===== config.mk =====
export PLATFORM = sky130hd
export DESIGN_NAME = acc_xfer_unit
export DESIGN_NICKNAME = d
export VERILOG_FILES = /design/src/rtl/acc_xfer_pkg.sv /design/src/rtl/axu_stack_ram.sv /design/src/rtl/axu_nibble_xchg.sv /design/src/rtl/axu_addr_gen.sv /design/src/rtl/acc_xfer_unit.sv
export SDC_FILE = /design/constraint.sdc
export NUM_CORES = 2
export LEC_CHECK = 0
export BUFFER_PORTS_ARGS = -buffer_cell sky130_fd_sc_hd__buf_2
export CAP_MARGIN = 20
export CELL_PAD_IN_SITES_DETAIL_PLACEMENT = 0
export CELL_PAD_IN_SITES_GLOBAL_PLACEMENT = 1
export CORE_UTILIZATION = 46
export CTS_BUF_LIST = sky130_fd_sc_hd__clkbuf_2 sky130_fd_sc_hd__clkbuf_4 sky130_fd_sc_hd__clkbuf_8
export CTS_CLUSTER_DIAMETER = 30
export DETAILED_ROUTE_END_ITERATION = 6
export PLACE_DENSITY_LB_ADDON = 0.1
export RECOVER_POWER = 50
export SKIP_LAST_GASP = 1
export SYNTH_ARGS = -nofsm -noshare
export SYNTH_HDL_FRONTEND = slang
export SYNTH_SLANG_ARGS = --single-unit

===== constraint.sdc =====
create_clock -name clk_i -period 3.4 [get_ports clk_i]
set_clock_uncertainty 0.05 [all_clocks]
set_input_delay 0.17 -clock clk_i [delete_from_list [all_inputs] [get_ports clk_i]]
set_output_delay 0.17 -clock clk_i [all_outputs]
set_load 0.02 [all_outputs]

===== src/rtl/acc_xfer_pkg.sv =====
package acc_xfer_pkg;

    typedef enum logic [3:0] {
        OP_NOP        = 4'd0,
        OP_MOV_A      = 4'd1,
        OP_PUSH       = 4'd2,
        OP_POP        = 4'd3,
        OP_XCH        = 4'd4,
        OP_XCHD       = 4'd5,
        OP_LD_DPTR    = 4'd6,
        OP_MOV_PSW    = 4'd7,
        OP_POP_PSW    = 4'd8,
        OP_LKUP_DPTR  = 4'd9,
        OP_LKUP_PC    = 4'd10,
        OP_XADDR_DPTR = 4'd11,
        OP_XADDR_IDX  = 4'd12,
        OP_MOV_SP     = 4'd13
    } xfer_op_e;

    localparam int unsigned OP_W = 4;

endpackage


===== src/rtl/axu_stack_ram.sv =====
module axu_stack_ram #(
    parameter int unsigned DW = 8,
    parameter int unsigned AW = 8
) (
    input  logic          clk_i,
    input  logic          we_i,
    input  logic [AW-1:0] waddr_i,
    input  logic [DW-1:0] wdata_i,
    input  logic [AW-1:0] raddr_i,
    output logic [DW-1:0] rdata_o
);
    localparam int unsigned DEPTH = 2 ** AW;

    logic [DW-1:0] mem_q [DEPTH];

    // synchronous write port
    always_ff @(posedge clk_i) begin
        if (we_i) begin
            mem_q[waddr_i] <= wdata_i;
        end
    end

    // combinational read port
    assign rdata_o = mem_q[raddr_i];

endmodule


===== src/rtl/axu_nibble_xchg.sv =====
module axu_nibble_xchg #(
    parameter int unsigned DW = 8
) (
    input  logic          full_i,
    input  logic [DW-1:0] acc_i,
    input  logic [DW-1:0] opnd_i,
    output logic [DW-1:0] acc_new_o,
    output logic [DW-1:0] opnd_new_o
);
    localparam int unsigned LO_W = DW / 2;
    localparam int unsigned HI_W = DW - LO_W;

    logic [DW-1:0] part_acc;
    logic [DW-1:0] part_opnd;

    // low half exchanged, upper halves kept in place
    assign part_acc  = {acc_i[DW-1 -: HI_W], opnd_i[LO_W-1:0]};
    assign part_opnd = {opnd_i[DW-1 -: HI_W], acc_i[LO_W-1:0]};

    always_comb begin
        if (full_i) begin
            acc_new_o  = opnd_i;
            opnd_new_o = acc_i;
        end else begin
            acc_new_o  = part_acc;
            opnd_new_o = part_opnd;
        end
    end

endmodule


===== src/rtl/axu_addr_gen.sv =====
module axu_addr_gen #(
    parameter int unsigned DW = 8,
    parameter int unsigned AW = 16
) (
    input  logic          base_is_pc_i,
    input  logic          xaddr_is_idx_i,
    input  logic [AW-1:0] dptr_i,
    input  logic [AW-1:0] pc_i,
    input  logic [DW-1:0] acc_i,
    input  logic [DW-1:0] idx_i,
    output logic [AW-1:0] lookup_addr_o,
    output logic [AW-1:0] xmem_addr_o
);
    localparam int unsigned PAD_W = AW - DW;

    logic [AW-1:0] acc_ext;
    logic [AW-1:0] idx_ext;
    logic [AW-1:0] base;

    generate
        if (PAD_W > 0) begin : g_pad
            assign acc_ext = {{PAD_W{1'b0}}, acc_i};
            assign idx_ext = {{PAD_W{1'b0}}, idx_i};
        end else begin : g_nopad
            assign acc_ext = acc_i[AW-1:0];
            assign idx_ext = idx_i[AW-1:0];
        end
    endgenerate

    assign base          = base_is_pc_i ? pc_i : dptr_i;
    assign lookup_addr_o = base + acc_ext;
    assign xmem_addr_o   = xaddr_is_idx_i ? idx_ext : dptr_i;

endmodule


===== src/rtl/acc_xfer_unit.sv =====
module acc_xfer_unit
    import acc_xfer_pkg::*;
#(
    parameter int unsigned DW       = 8,
    parameter int unsigned AW       = 16,
    parameter logic [7:0]  SP_RESET = 8'h07
) (
    input  logic          clk_i,
    input  logic          rst_ni,
    input  logic          op_valid_i,
    input  logic [3:0]    op_i,
    input  logic [DW-1:0] opnd_i,
    input  logic [AW-1:0] imm_i,
    input  logic [AW-1:0] pc_i,
    input  logic [DW-1:0] idx_i,
    output logic [DW-1:0] acc_o,
    output logic [DW-1:0] sp_o,
    output logic [AW-1:0] dptr_o,
    output logic [DW-1:0] psw_o,
    output logic          wb_valid_o,
    output logic [DW-1:0] wb_data_o,
    output logic [AW-1:0] lookup_addr_o,
    output logic [AW-1:0] xmem_addr_o,
    output logic [DW-1:0] xmem_data_o
);
    localparam logic [DW-1:0] SP_ONE = DW'(1);

    typedef struct packed {
        logic [DW-1:0] acc;
        logic [DW-1:0] sp;
        logic [AW-1:0] dptr;
        logic [DW-1:0] psw;
        logic          wb_valid;
        logic [DW-1:0] wb_data;
        logic [AW-1:0] lookup;
        logic [AW-1:0] xaddr;
        logic [DW-1:0] xdata;
    } axu_state_t;

    axu_state_t state_d, state_q;
    xfer_op_e   op;

    logic          ram_we;
    logic [DW-1:0] ram_waddr;
    logic [DW-1:0] ram_rdata;
    logic [DW-1:0] sp_inc;
    logic [DW-1:0] sp_dec;
    logic          xchg_full;
    logic [DW-1:0] xchg_acc;
    logic [DW-1:0] xchg_opnd;
    logic          base_is_pc;
    logic          xaddr_is_idx;
    logic [AW-1:0] lookup_sum;
    logic [AW-1:0] xaddr_sel;

    assign op     = xfer_op_e'(op_i);
    assign sp_inc = state_q.sp + SP_ONE;
    assign sp_dec = state_q.sp - SP_ONE;

    assign xchg_full    = (op == OP_XCH);
    assign base_is_pc   = (op == OP_LKUP_PC);
    assign xaddr_is_idx = (op == OP_XADDR_IDX);

    axu_stack_ram #(
        .DW (DW),
        .AW (DW)
    ) stack_i (
        .clk_i   (clk_i),
        .we_i    (ram_we),
        .waddr_i (ram_waddr),
        .wdata_i (opnd_i),
        .raddr_i (state_q.sp),
        .rdata_o (ram_rdata)
    );

    axu_nibble_xchg #(
        .DW (DW)
    ) xchg_i (
        .full_i     (xchg_full),
        .acc_i      (state_q.acc),
        .opnd_i     (opnd_i),
        .acc_new_o  (xchg_acc),
        .opnd_new_o (xchg_opnd)
    );

    axu_addr_gen #(
        .DW (DW),
        .AW (AW)
    ) addr_i (
        .base_is_pc_i   (base_is_pc),
        .xaddr_is_idx_i (xaddr_is_idx),
        .dptr_i         (state_q.dptr),
        .pc_i           (pc_i),
        .acc_i          (state_q.acc),
        .idx_i          (idx_i),
        .lookup_addr_o  (lookup_sum),
        .xmem_addr_o    (xaddr_sel)
    );

    // next-state computation
    always_comb begin
        state_d          = state_q;
        state_d.wb_valid = 1'b0;
        ram_we           = 1'b0;
        ram_waddr        = sp_inc;
        if (op_valid_i) begin
            unique case (op)
                OP_MOV_A:  state_d.acc = opnd_i;
                OP_MOV_SP: state_d.sp  = opnd_i;
                OP_PUSH: begin
                    ram_we     = 1'b1;
                    state_d.sp = sp_inc;
                end
                OP_POP: begin
                    state_d.wb_valid = 1'b1;
                    state_d.wb_data  = ram_rdata;
                    state_d.sp       = sp_dec;
                end
                OP_XCH, OP_XCHD: begin
                    state_d.acc      = xchg_acc;
                    state_d.wb_valid = 1'b1;
                    state_d.wb_data  = xchg_opnd;
                end
                OP_LD_DPTR: state_d.dptr = imm_i;
                OP_MOV_PSW: state_d.psw  = opnd_i;
                OP_POP_PSW: begin
                    state_d.psw = ram_rdata;
                    state_d.sp  = sp_dec;
                end
                OP_LKUP_DPTR, OP_LKUP_PC: state_d.lookup = lookup_sum;
                OP_XADDR_DPTR, OP_XADDR_IDX: begin
                    state_d.xaddr = xaddr_sel;
                    state_d.xdata = state_q.acc;
                end
                default: ;
            endcase
        end
    end

    always_ff @(posedge clk_i or negedge rst_ni) begin
        if (!rst_ni) begin
            state_q    <= '0;
            state_q.sp <= SP_RESET;
        end else begin
            state_q <= state_d;
        end
    end

    assign acc_o         = state_q.acc;
    assign sp_o          = state_q.sp;
    assign dptr_o        = state_q.dptr;
    assign psw_o         = state_q.psw;
    assign wb_valid_o    = state_q.wb_valid;
    assign wb_data_o     = state_q.wb_data;
    assign lookup_addr_o = state_q.lookup;
    assign xmem_addr_o   = state_q.xaddr;
    assign xmem_data_o   = state_q.xdata;

endmodule


==> run summary <==
===============================================================================================
Yosys synthesis warning count                                                                 0
Worst Path Arrival                                                                      4.44 ns
Number of maximum-capacitance violations                                                     11
Number of enable flip-flop cells after synthesis                                           2048
Dpl hpwl                                                                              153000 µm
Unrepaired setup endpoints after global routing                                            true
Number of flip-flops and latches in the synthesized netlist                                2137
Weighted congestion reported at the end of routability-driven placement                   0.835
Die area                                                                              0.185 mm²
Wire length of the first global-routing pass                                          344000 µm
F_max                                                                                   282 MHz
Slew @ Worst Pin                                                                        2.97 ns
CTS sink cnt                                                                               2137
Placed Instance Area                                                                 0.0932 mm²
Global route overflow                                                                         0
Count of unique library cells instantiated by Yosys                                          75
Switching power                                                                        0.0224 W
Clock share of power                                                                      0.385
Antenna violations before repair                                                             10
Synth top area share                                                                      0.730
Count of nets left with antenna violations after detail routing                               0
Share of power burned in registers                                                        0.375
Cell-by-cell trace of the critical path                                            buf_12 -> buf_12 -> nor2_2 -> buf_4 -> a221oi_1 -> o21ai_0 -> o211ai_1 -> buf_4 -> a211oi_1 -> buf_4 -> o31a_1 -> buf_4 -> o211ai_1
Via-per-instance ratio                                                                     5.74
TritonCTS Buffers                                                                           448
Startpoint-to-endpoint class of the critical path                                  register to register
Final cell count without fillers                                                           8128
Count of boundary I/O pins                                                                  144
Result of the run                                                                  finished with violations
Count leader, synth                                                                sky130_fd_sc_hd__edfxtp_1
Pin count of the biggest net entering global routing                                        117
Critical path depth in cells                                                                 13
Number of pins exceeding their max-slew limit in the final report                           915
Main area contributors after synthesis                                             sky130_fd_sc_hd__edfxtp_1, sky130_fd_sc_hd__mux4_2, sky130_fd_sc_hd__dfrtp_1
Clock input transition at the sequential cells of the worst setup and hold paths        0.06 ns
Buffers & Inverters on Critical Path                                                          6
Reg2Reg Launch Point                                                                    sp_o[1]
Tot GR Track Use                                                                          0.262
Clk_lat worst skew                                                                      1.02 ns
Number of cells in the design after placement                                              7160
Crit start category                                                                    register
CTS root buf                                                                       sky130_fd_sc_hd__clkbuf_8
Routed length per instance                                                              29.9 µm
Die W                                                                                    430 µm
Number of input and output port buffers inserted                                            143
Critical Path Source                                                                    sp_o[1]
Maximum level of the CTS H-tree                                                               5
Setup violation total in the final timing report                                             11
Delay contributed by the slowest stage of the critical path                             0.68 ns
Library cell occupying the most area in the post-synthesis netlist                 sky130_fd_sc_hd__edfxtp_1
Reg2reg setup slack                                                                    -0.15 ns
Post-route worst hold slack                                                            0.141 ns
Final min period                                                                        3.55 ns
Worst-path maximum fanout                                                                    16
Hold wc startpoint                                                                     pc_i[14]
Slew margin rel.                                                                         -0.982
Seq/Total Area, Yosys                                                                     0.757
Power Dens Cells                                                                     747 mW/mm²
Final core utilization                                                                    0.583
Final-stage net count                                                                      5470
Master of the slowest instance on the critical path                                sky130_fd_sc_hd__dfstp_4
Type of element capturing the critical path                                            register
Worst setup slack after layout                                                        -0.149 ns
Switching part of the total power                                                         0.284
Area of the mapped netlist                                                           0.0842 mm²
Synth Area per Inst                                                                    20.3 µm²
Worst Reg-to-Reg Cells                                                                       13
Core outline area                                                                     0.181 mm²
Cells after synthesis                                                                      4157
Final Hold Vio Count                                                                          0
Power share of the combinational group                                                    0.240
Most frequent CP cell                                                              sky130_fd_sc_hd__buf_4
Data required time of the worst path                                                    4.29 ns
Last element of the critical path                                                  wb_data_o[2]
Worst reg2reg path endpoint                                                        wb_data_o[2]
Via count                                                                                 46650
Vias in the first global route                                                            47708
Final Cell Area                                                                       0.106 mm²
Maximum buffer depth of the clock tree                                                        4
Number of cell rows                                                                         156
Die Ht                                                                                   430 µm
Family with the most delay on the worst path                                       compound AO/OA/AOI/OAI gates
Starting Density                                                                          0.465
Final wirelength                                                                      243000 µm
Post-Synthesis Net Count                                                                   4228
Leakage                                                                                 36.2 nW
Cells on Worst Hold Path                                                                      5
Layout cell share with drive strength beyond 1                                            0.408
Worst min-delay path class                                                         input pin to register
Area growth, synth to finish                                                              25.5%
DRC marker count from the first detailed-route iteration                                   4603
Pre-Repair DR Iteration Count                                                                 6
Leading cell types by count after synthesis                                        sky130_fd_sc_hd__edfxtp_1, sky130_fd_sc_hd__mux4_2, sky130_fd_sc_hd__nor2_1
Post-detailed-route DRC marker count                                                          0
Worst ir drop on vdd                                                                     417 µV
Internal power of the cells                                                            0.0566 W
CTS tree                                                                                    yes
Crit share post-route                                                                      1.04
Main flop type after synthesis                                                     sky130_fd_sc_hd__edfxtp_1
Violations in the final reports                                                    capacitance limit, slew limit, setup timing
Async S/R FF share, synth                                                                0.0416
===============================================================================================
==> registers in the layout, indices dropped and copies added, names as in the netlist <==
register       count
stack_i.mem_q   2048
dptr_o            16
lookup_addr_o     16
xmem_addr_o       16
acc_o              8
psw_o              8
sp_o               8
wb_data_o          8
xmem_data_o        8
wb_valid_o         1
==> kinds of logic after synthesis <==
family,after synthesis,share of synthesized area
buffers and inverters,254,0.0176
AO/OA/AOI/OAI,447,0.0360
multiplexers,702,0.155
AND/OR/NAND/NOR,577,0.0298
flip-flops,2137,0.757
XOR/XNOR,24,0.00258
adder cells (fa/ha/maj),16,0.00247
==> how the worst min path moves through the flow <==
stage	end	slack [ns]
2_1_floorplan	acc_o[0]	-0.18
3_3_place_gp	xmem_addr_o[6]	0.31
3_5_place_dp	xmem_addr_o[6]	0.30
4_1_cts	lookup_addr_o[14]	0.02
5_1_grt	lookup_addr_o[14]	0.11
6_report	lookup_addr_o[14]	0.14
==> cells in the final DEF (no fill, tap or decap), drive strengths merged, types with 64 or more instances in the layout <==
cell,synthesis,routed
edfxtp,2048,2048
buf,153,903
clkbuf,94,571
mux4,473,473
nor2,299,299
mux2i,165,165
clkinv,3,165
nand2,135,135
o21ai,104,104
dlygate4sd3,0,91
a21oi,88,88
dfrtp,86,86
bufinv,0,72
mux2,64,64
==> area by class of cell <==
type / instances / area (µm²)
inverters: 7 / 31.3
diodes: 5 / 12.5
repair buffers: 1039 / 9040
flip-flops and latches: 2137 / 63700
clock inverters: 275 / 3250
multi-input cells: 1766 / 19800
well taps: 2370 / 2970
fillers: 13583 / 75600
clock buffers: 529 / 6880
==> metal layers <==
layer	GRT usage	wire length, µm
met5	0	22
met4	0.0835	6300
met3	0.0484	16600
met2	0.418	118000
met1	0.367	103000
==> repair_timing <==
| action | 4_1_cts | 5_1_grt |
|---|---|---|
| pin swaps | 33 | 36 |
| hold buffers | 92 | 0 |
| endpoints found under the setup margin | 67 | 82 |
| gates resized for setup | 148 | 78 |
| gates cloned | 8 | 0 |
| setup buffers | 36 | 27 |
| endpoints found under the hold margin | 2141 | 0 |
==> power groups by stage <==
stage | Combinational [W] | Sequential [W] | Clock (W)
detailed placement | 0.0173 | 0.0301 | 0
CTS | 0.0186 | 0.0296 | 0.0309
global route | 0.0198 | 0.0297 | 0.0321
global placement | 0.0173 | 0.0301 | 0
floorplan | 0.00892 | 0.0304 | 0
finish | 0.0190 | 0.0296 | 0.0304
==> worst register-to-register path, stage by stage (launching register included) <==
cell and delay [ns]:
sky130_fd_sc_hd__dfstp_4 0.68, sky130_fd_sc_hd__buf_12 0.18, sky130_fd_sc_hd__buf_12 0.18, sky130_fd_sc_hd__nor2_2 0.08, sky130_fd_sc_hd__buf_4 0.19, sky130_fd_sc_hd__a221oi_1 0.69, sky130_fd_sc_hd__o21ai_0 0.25, sky130_fd_sc_hd__o211ai_1 0.16
sky130_fd_sc_hd__buf_4 0.16, sky130_fd_sc_hd__a211oi_1 0.05, sky130_fd_sc_hd__buf_4 0.17, sky130_fd_sc_hd__o31a_1 0.27, sky130_fd_sc_hd__buf_4 0.17, sky130_fd_sc_hd__o211ai_1 0.19
==> stage by stage <==
stage	worst slack [ns]	setup TNS (ns)	total power, W
2_1_floorplan	0.0345	0	0.0393
3_3_place_gp	-0.918	-9.67	0.0474
3_5_place_dp	-0.952	-10.43	0.0474
4_1_cts	-0.141	-0.922	0.0792
5_1_grt	-0.140	-3.04	0.0815
6_report	-0.149	-0.497	0.0790
Note: power is estimated with default switching activity, not from simulation.
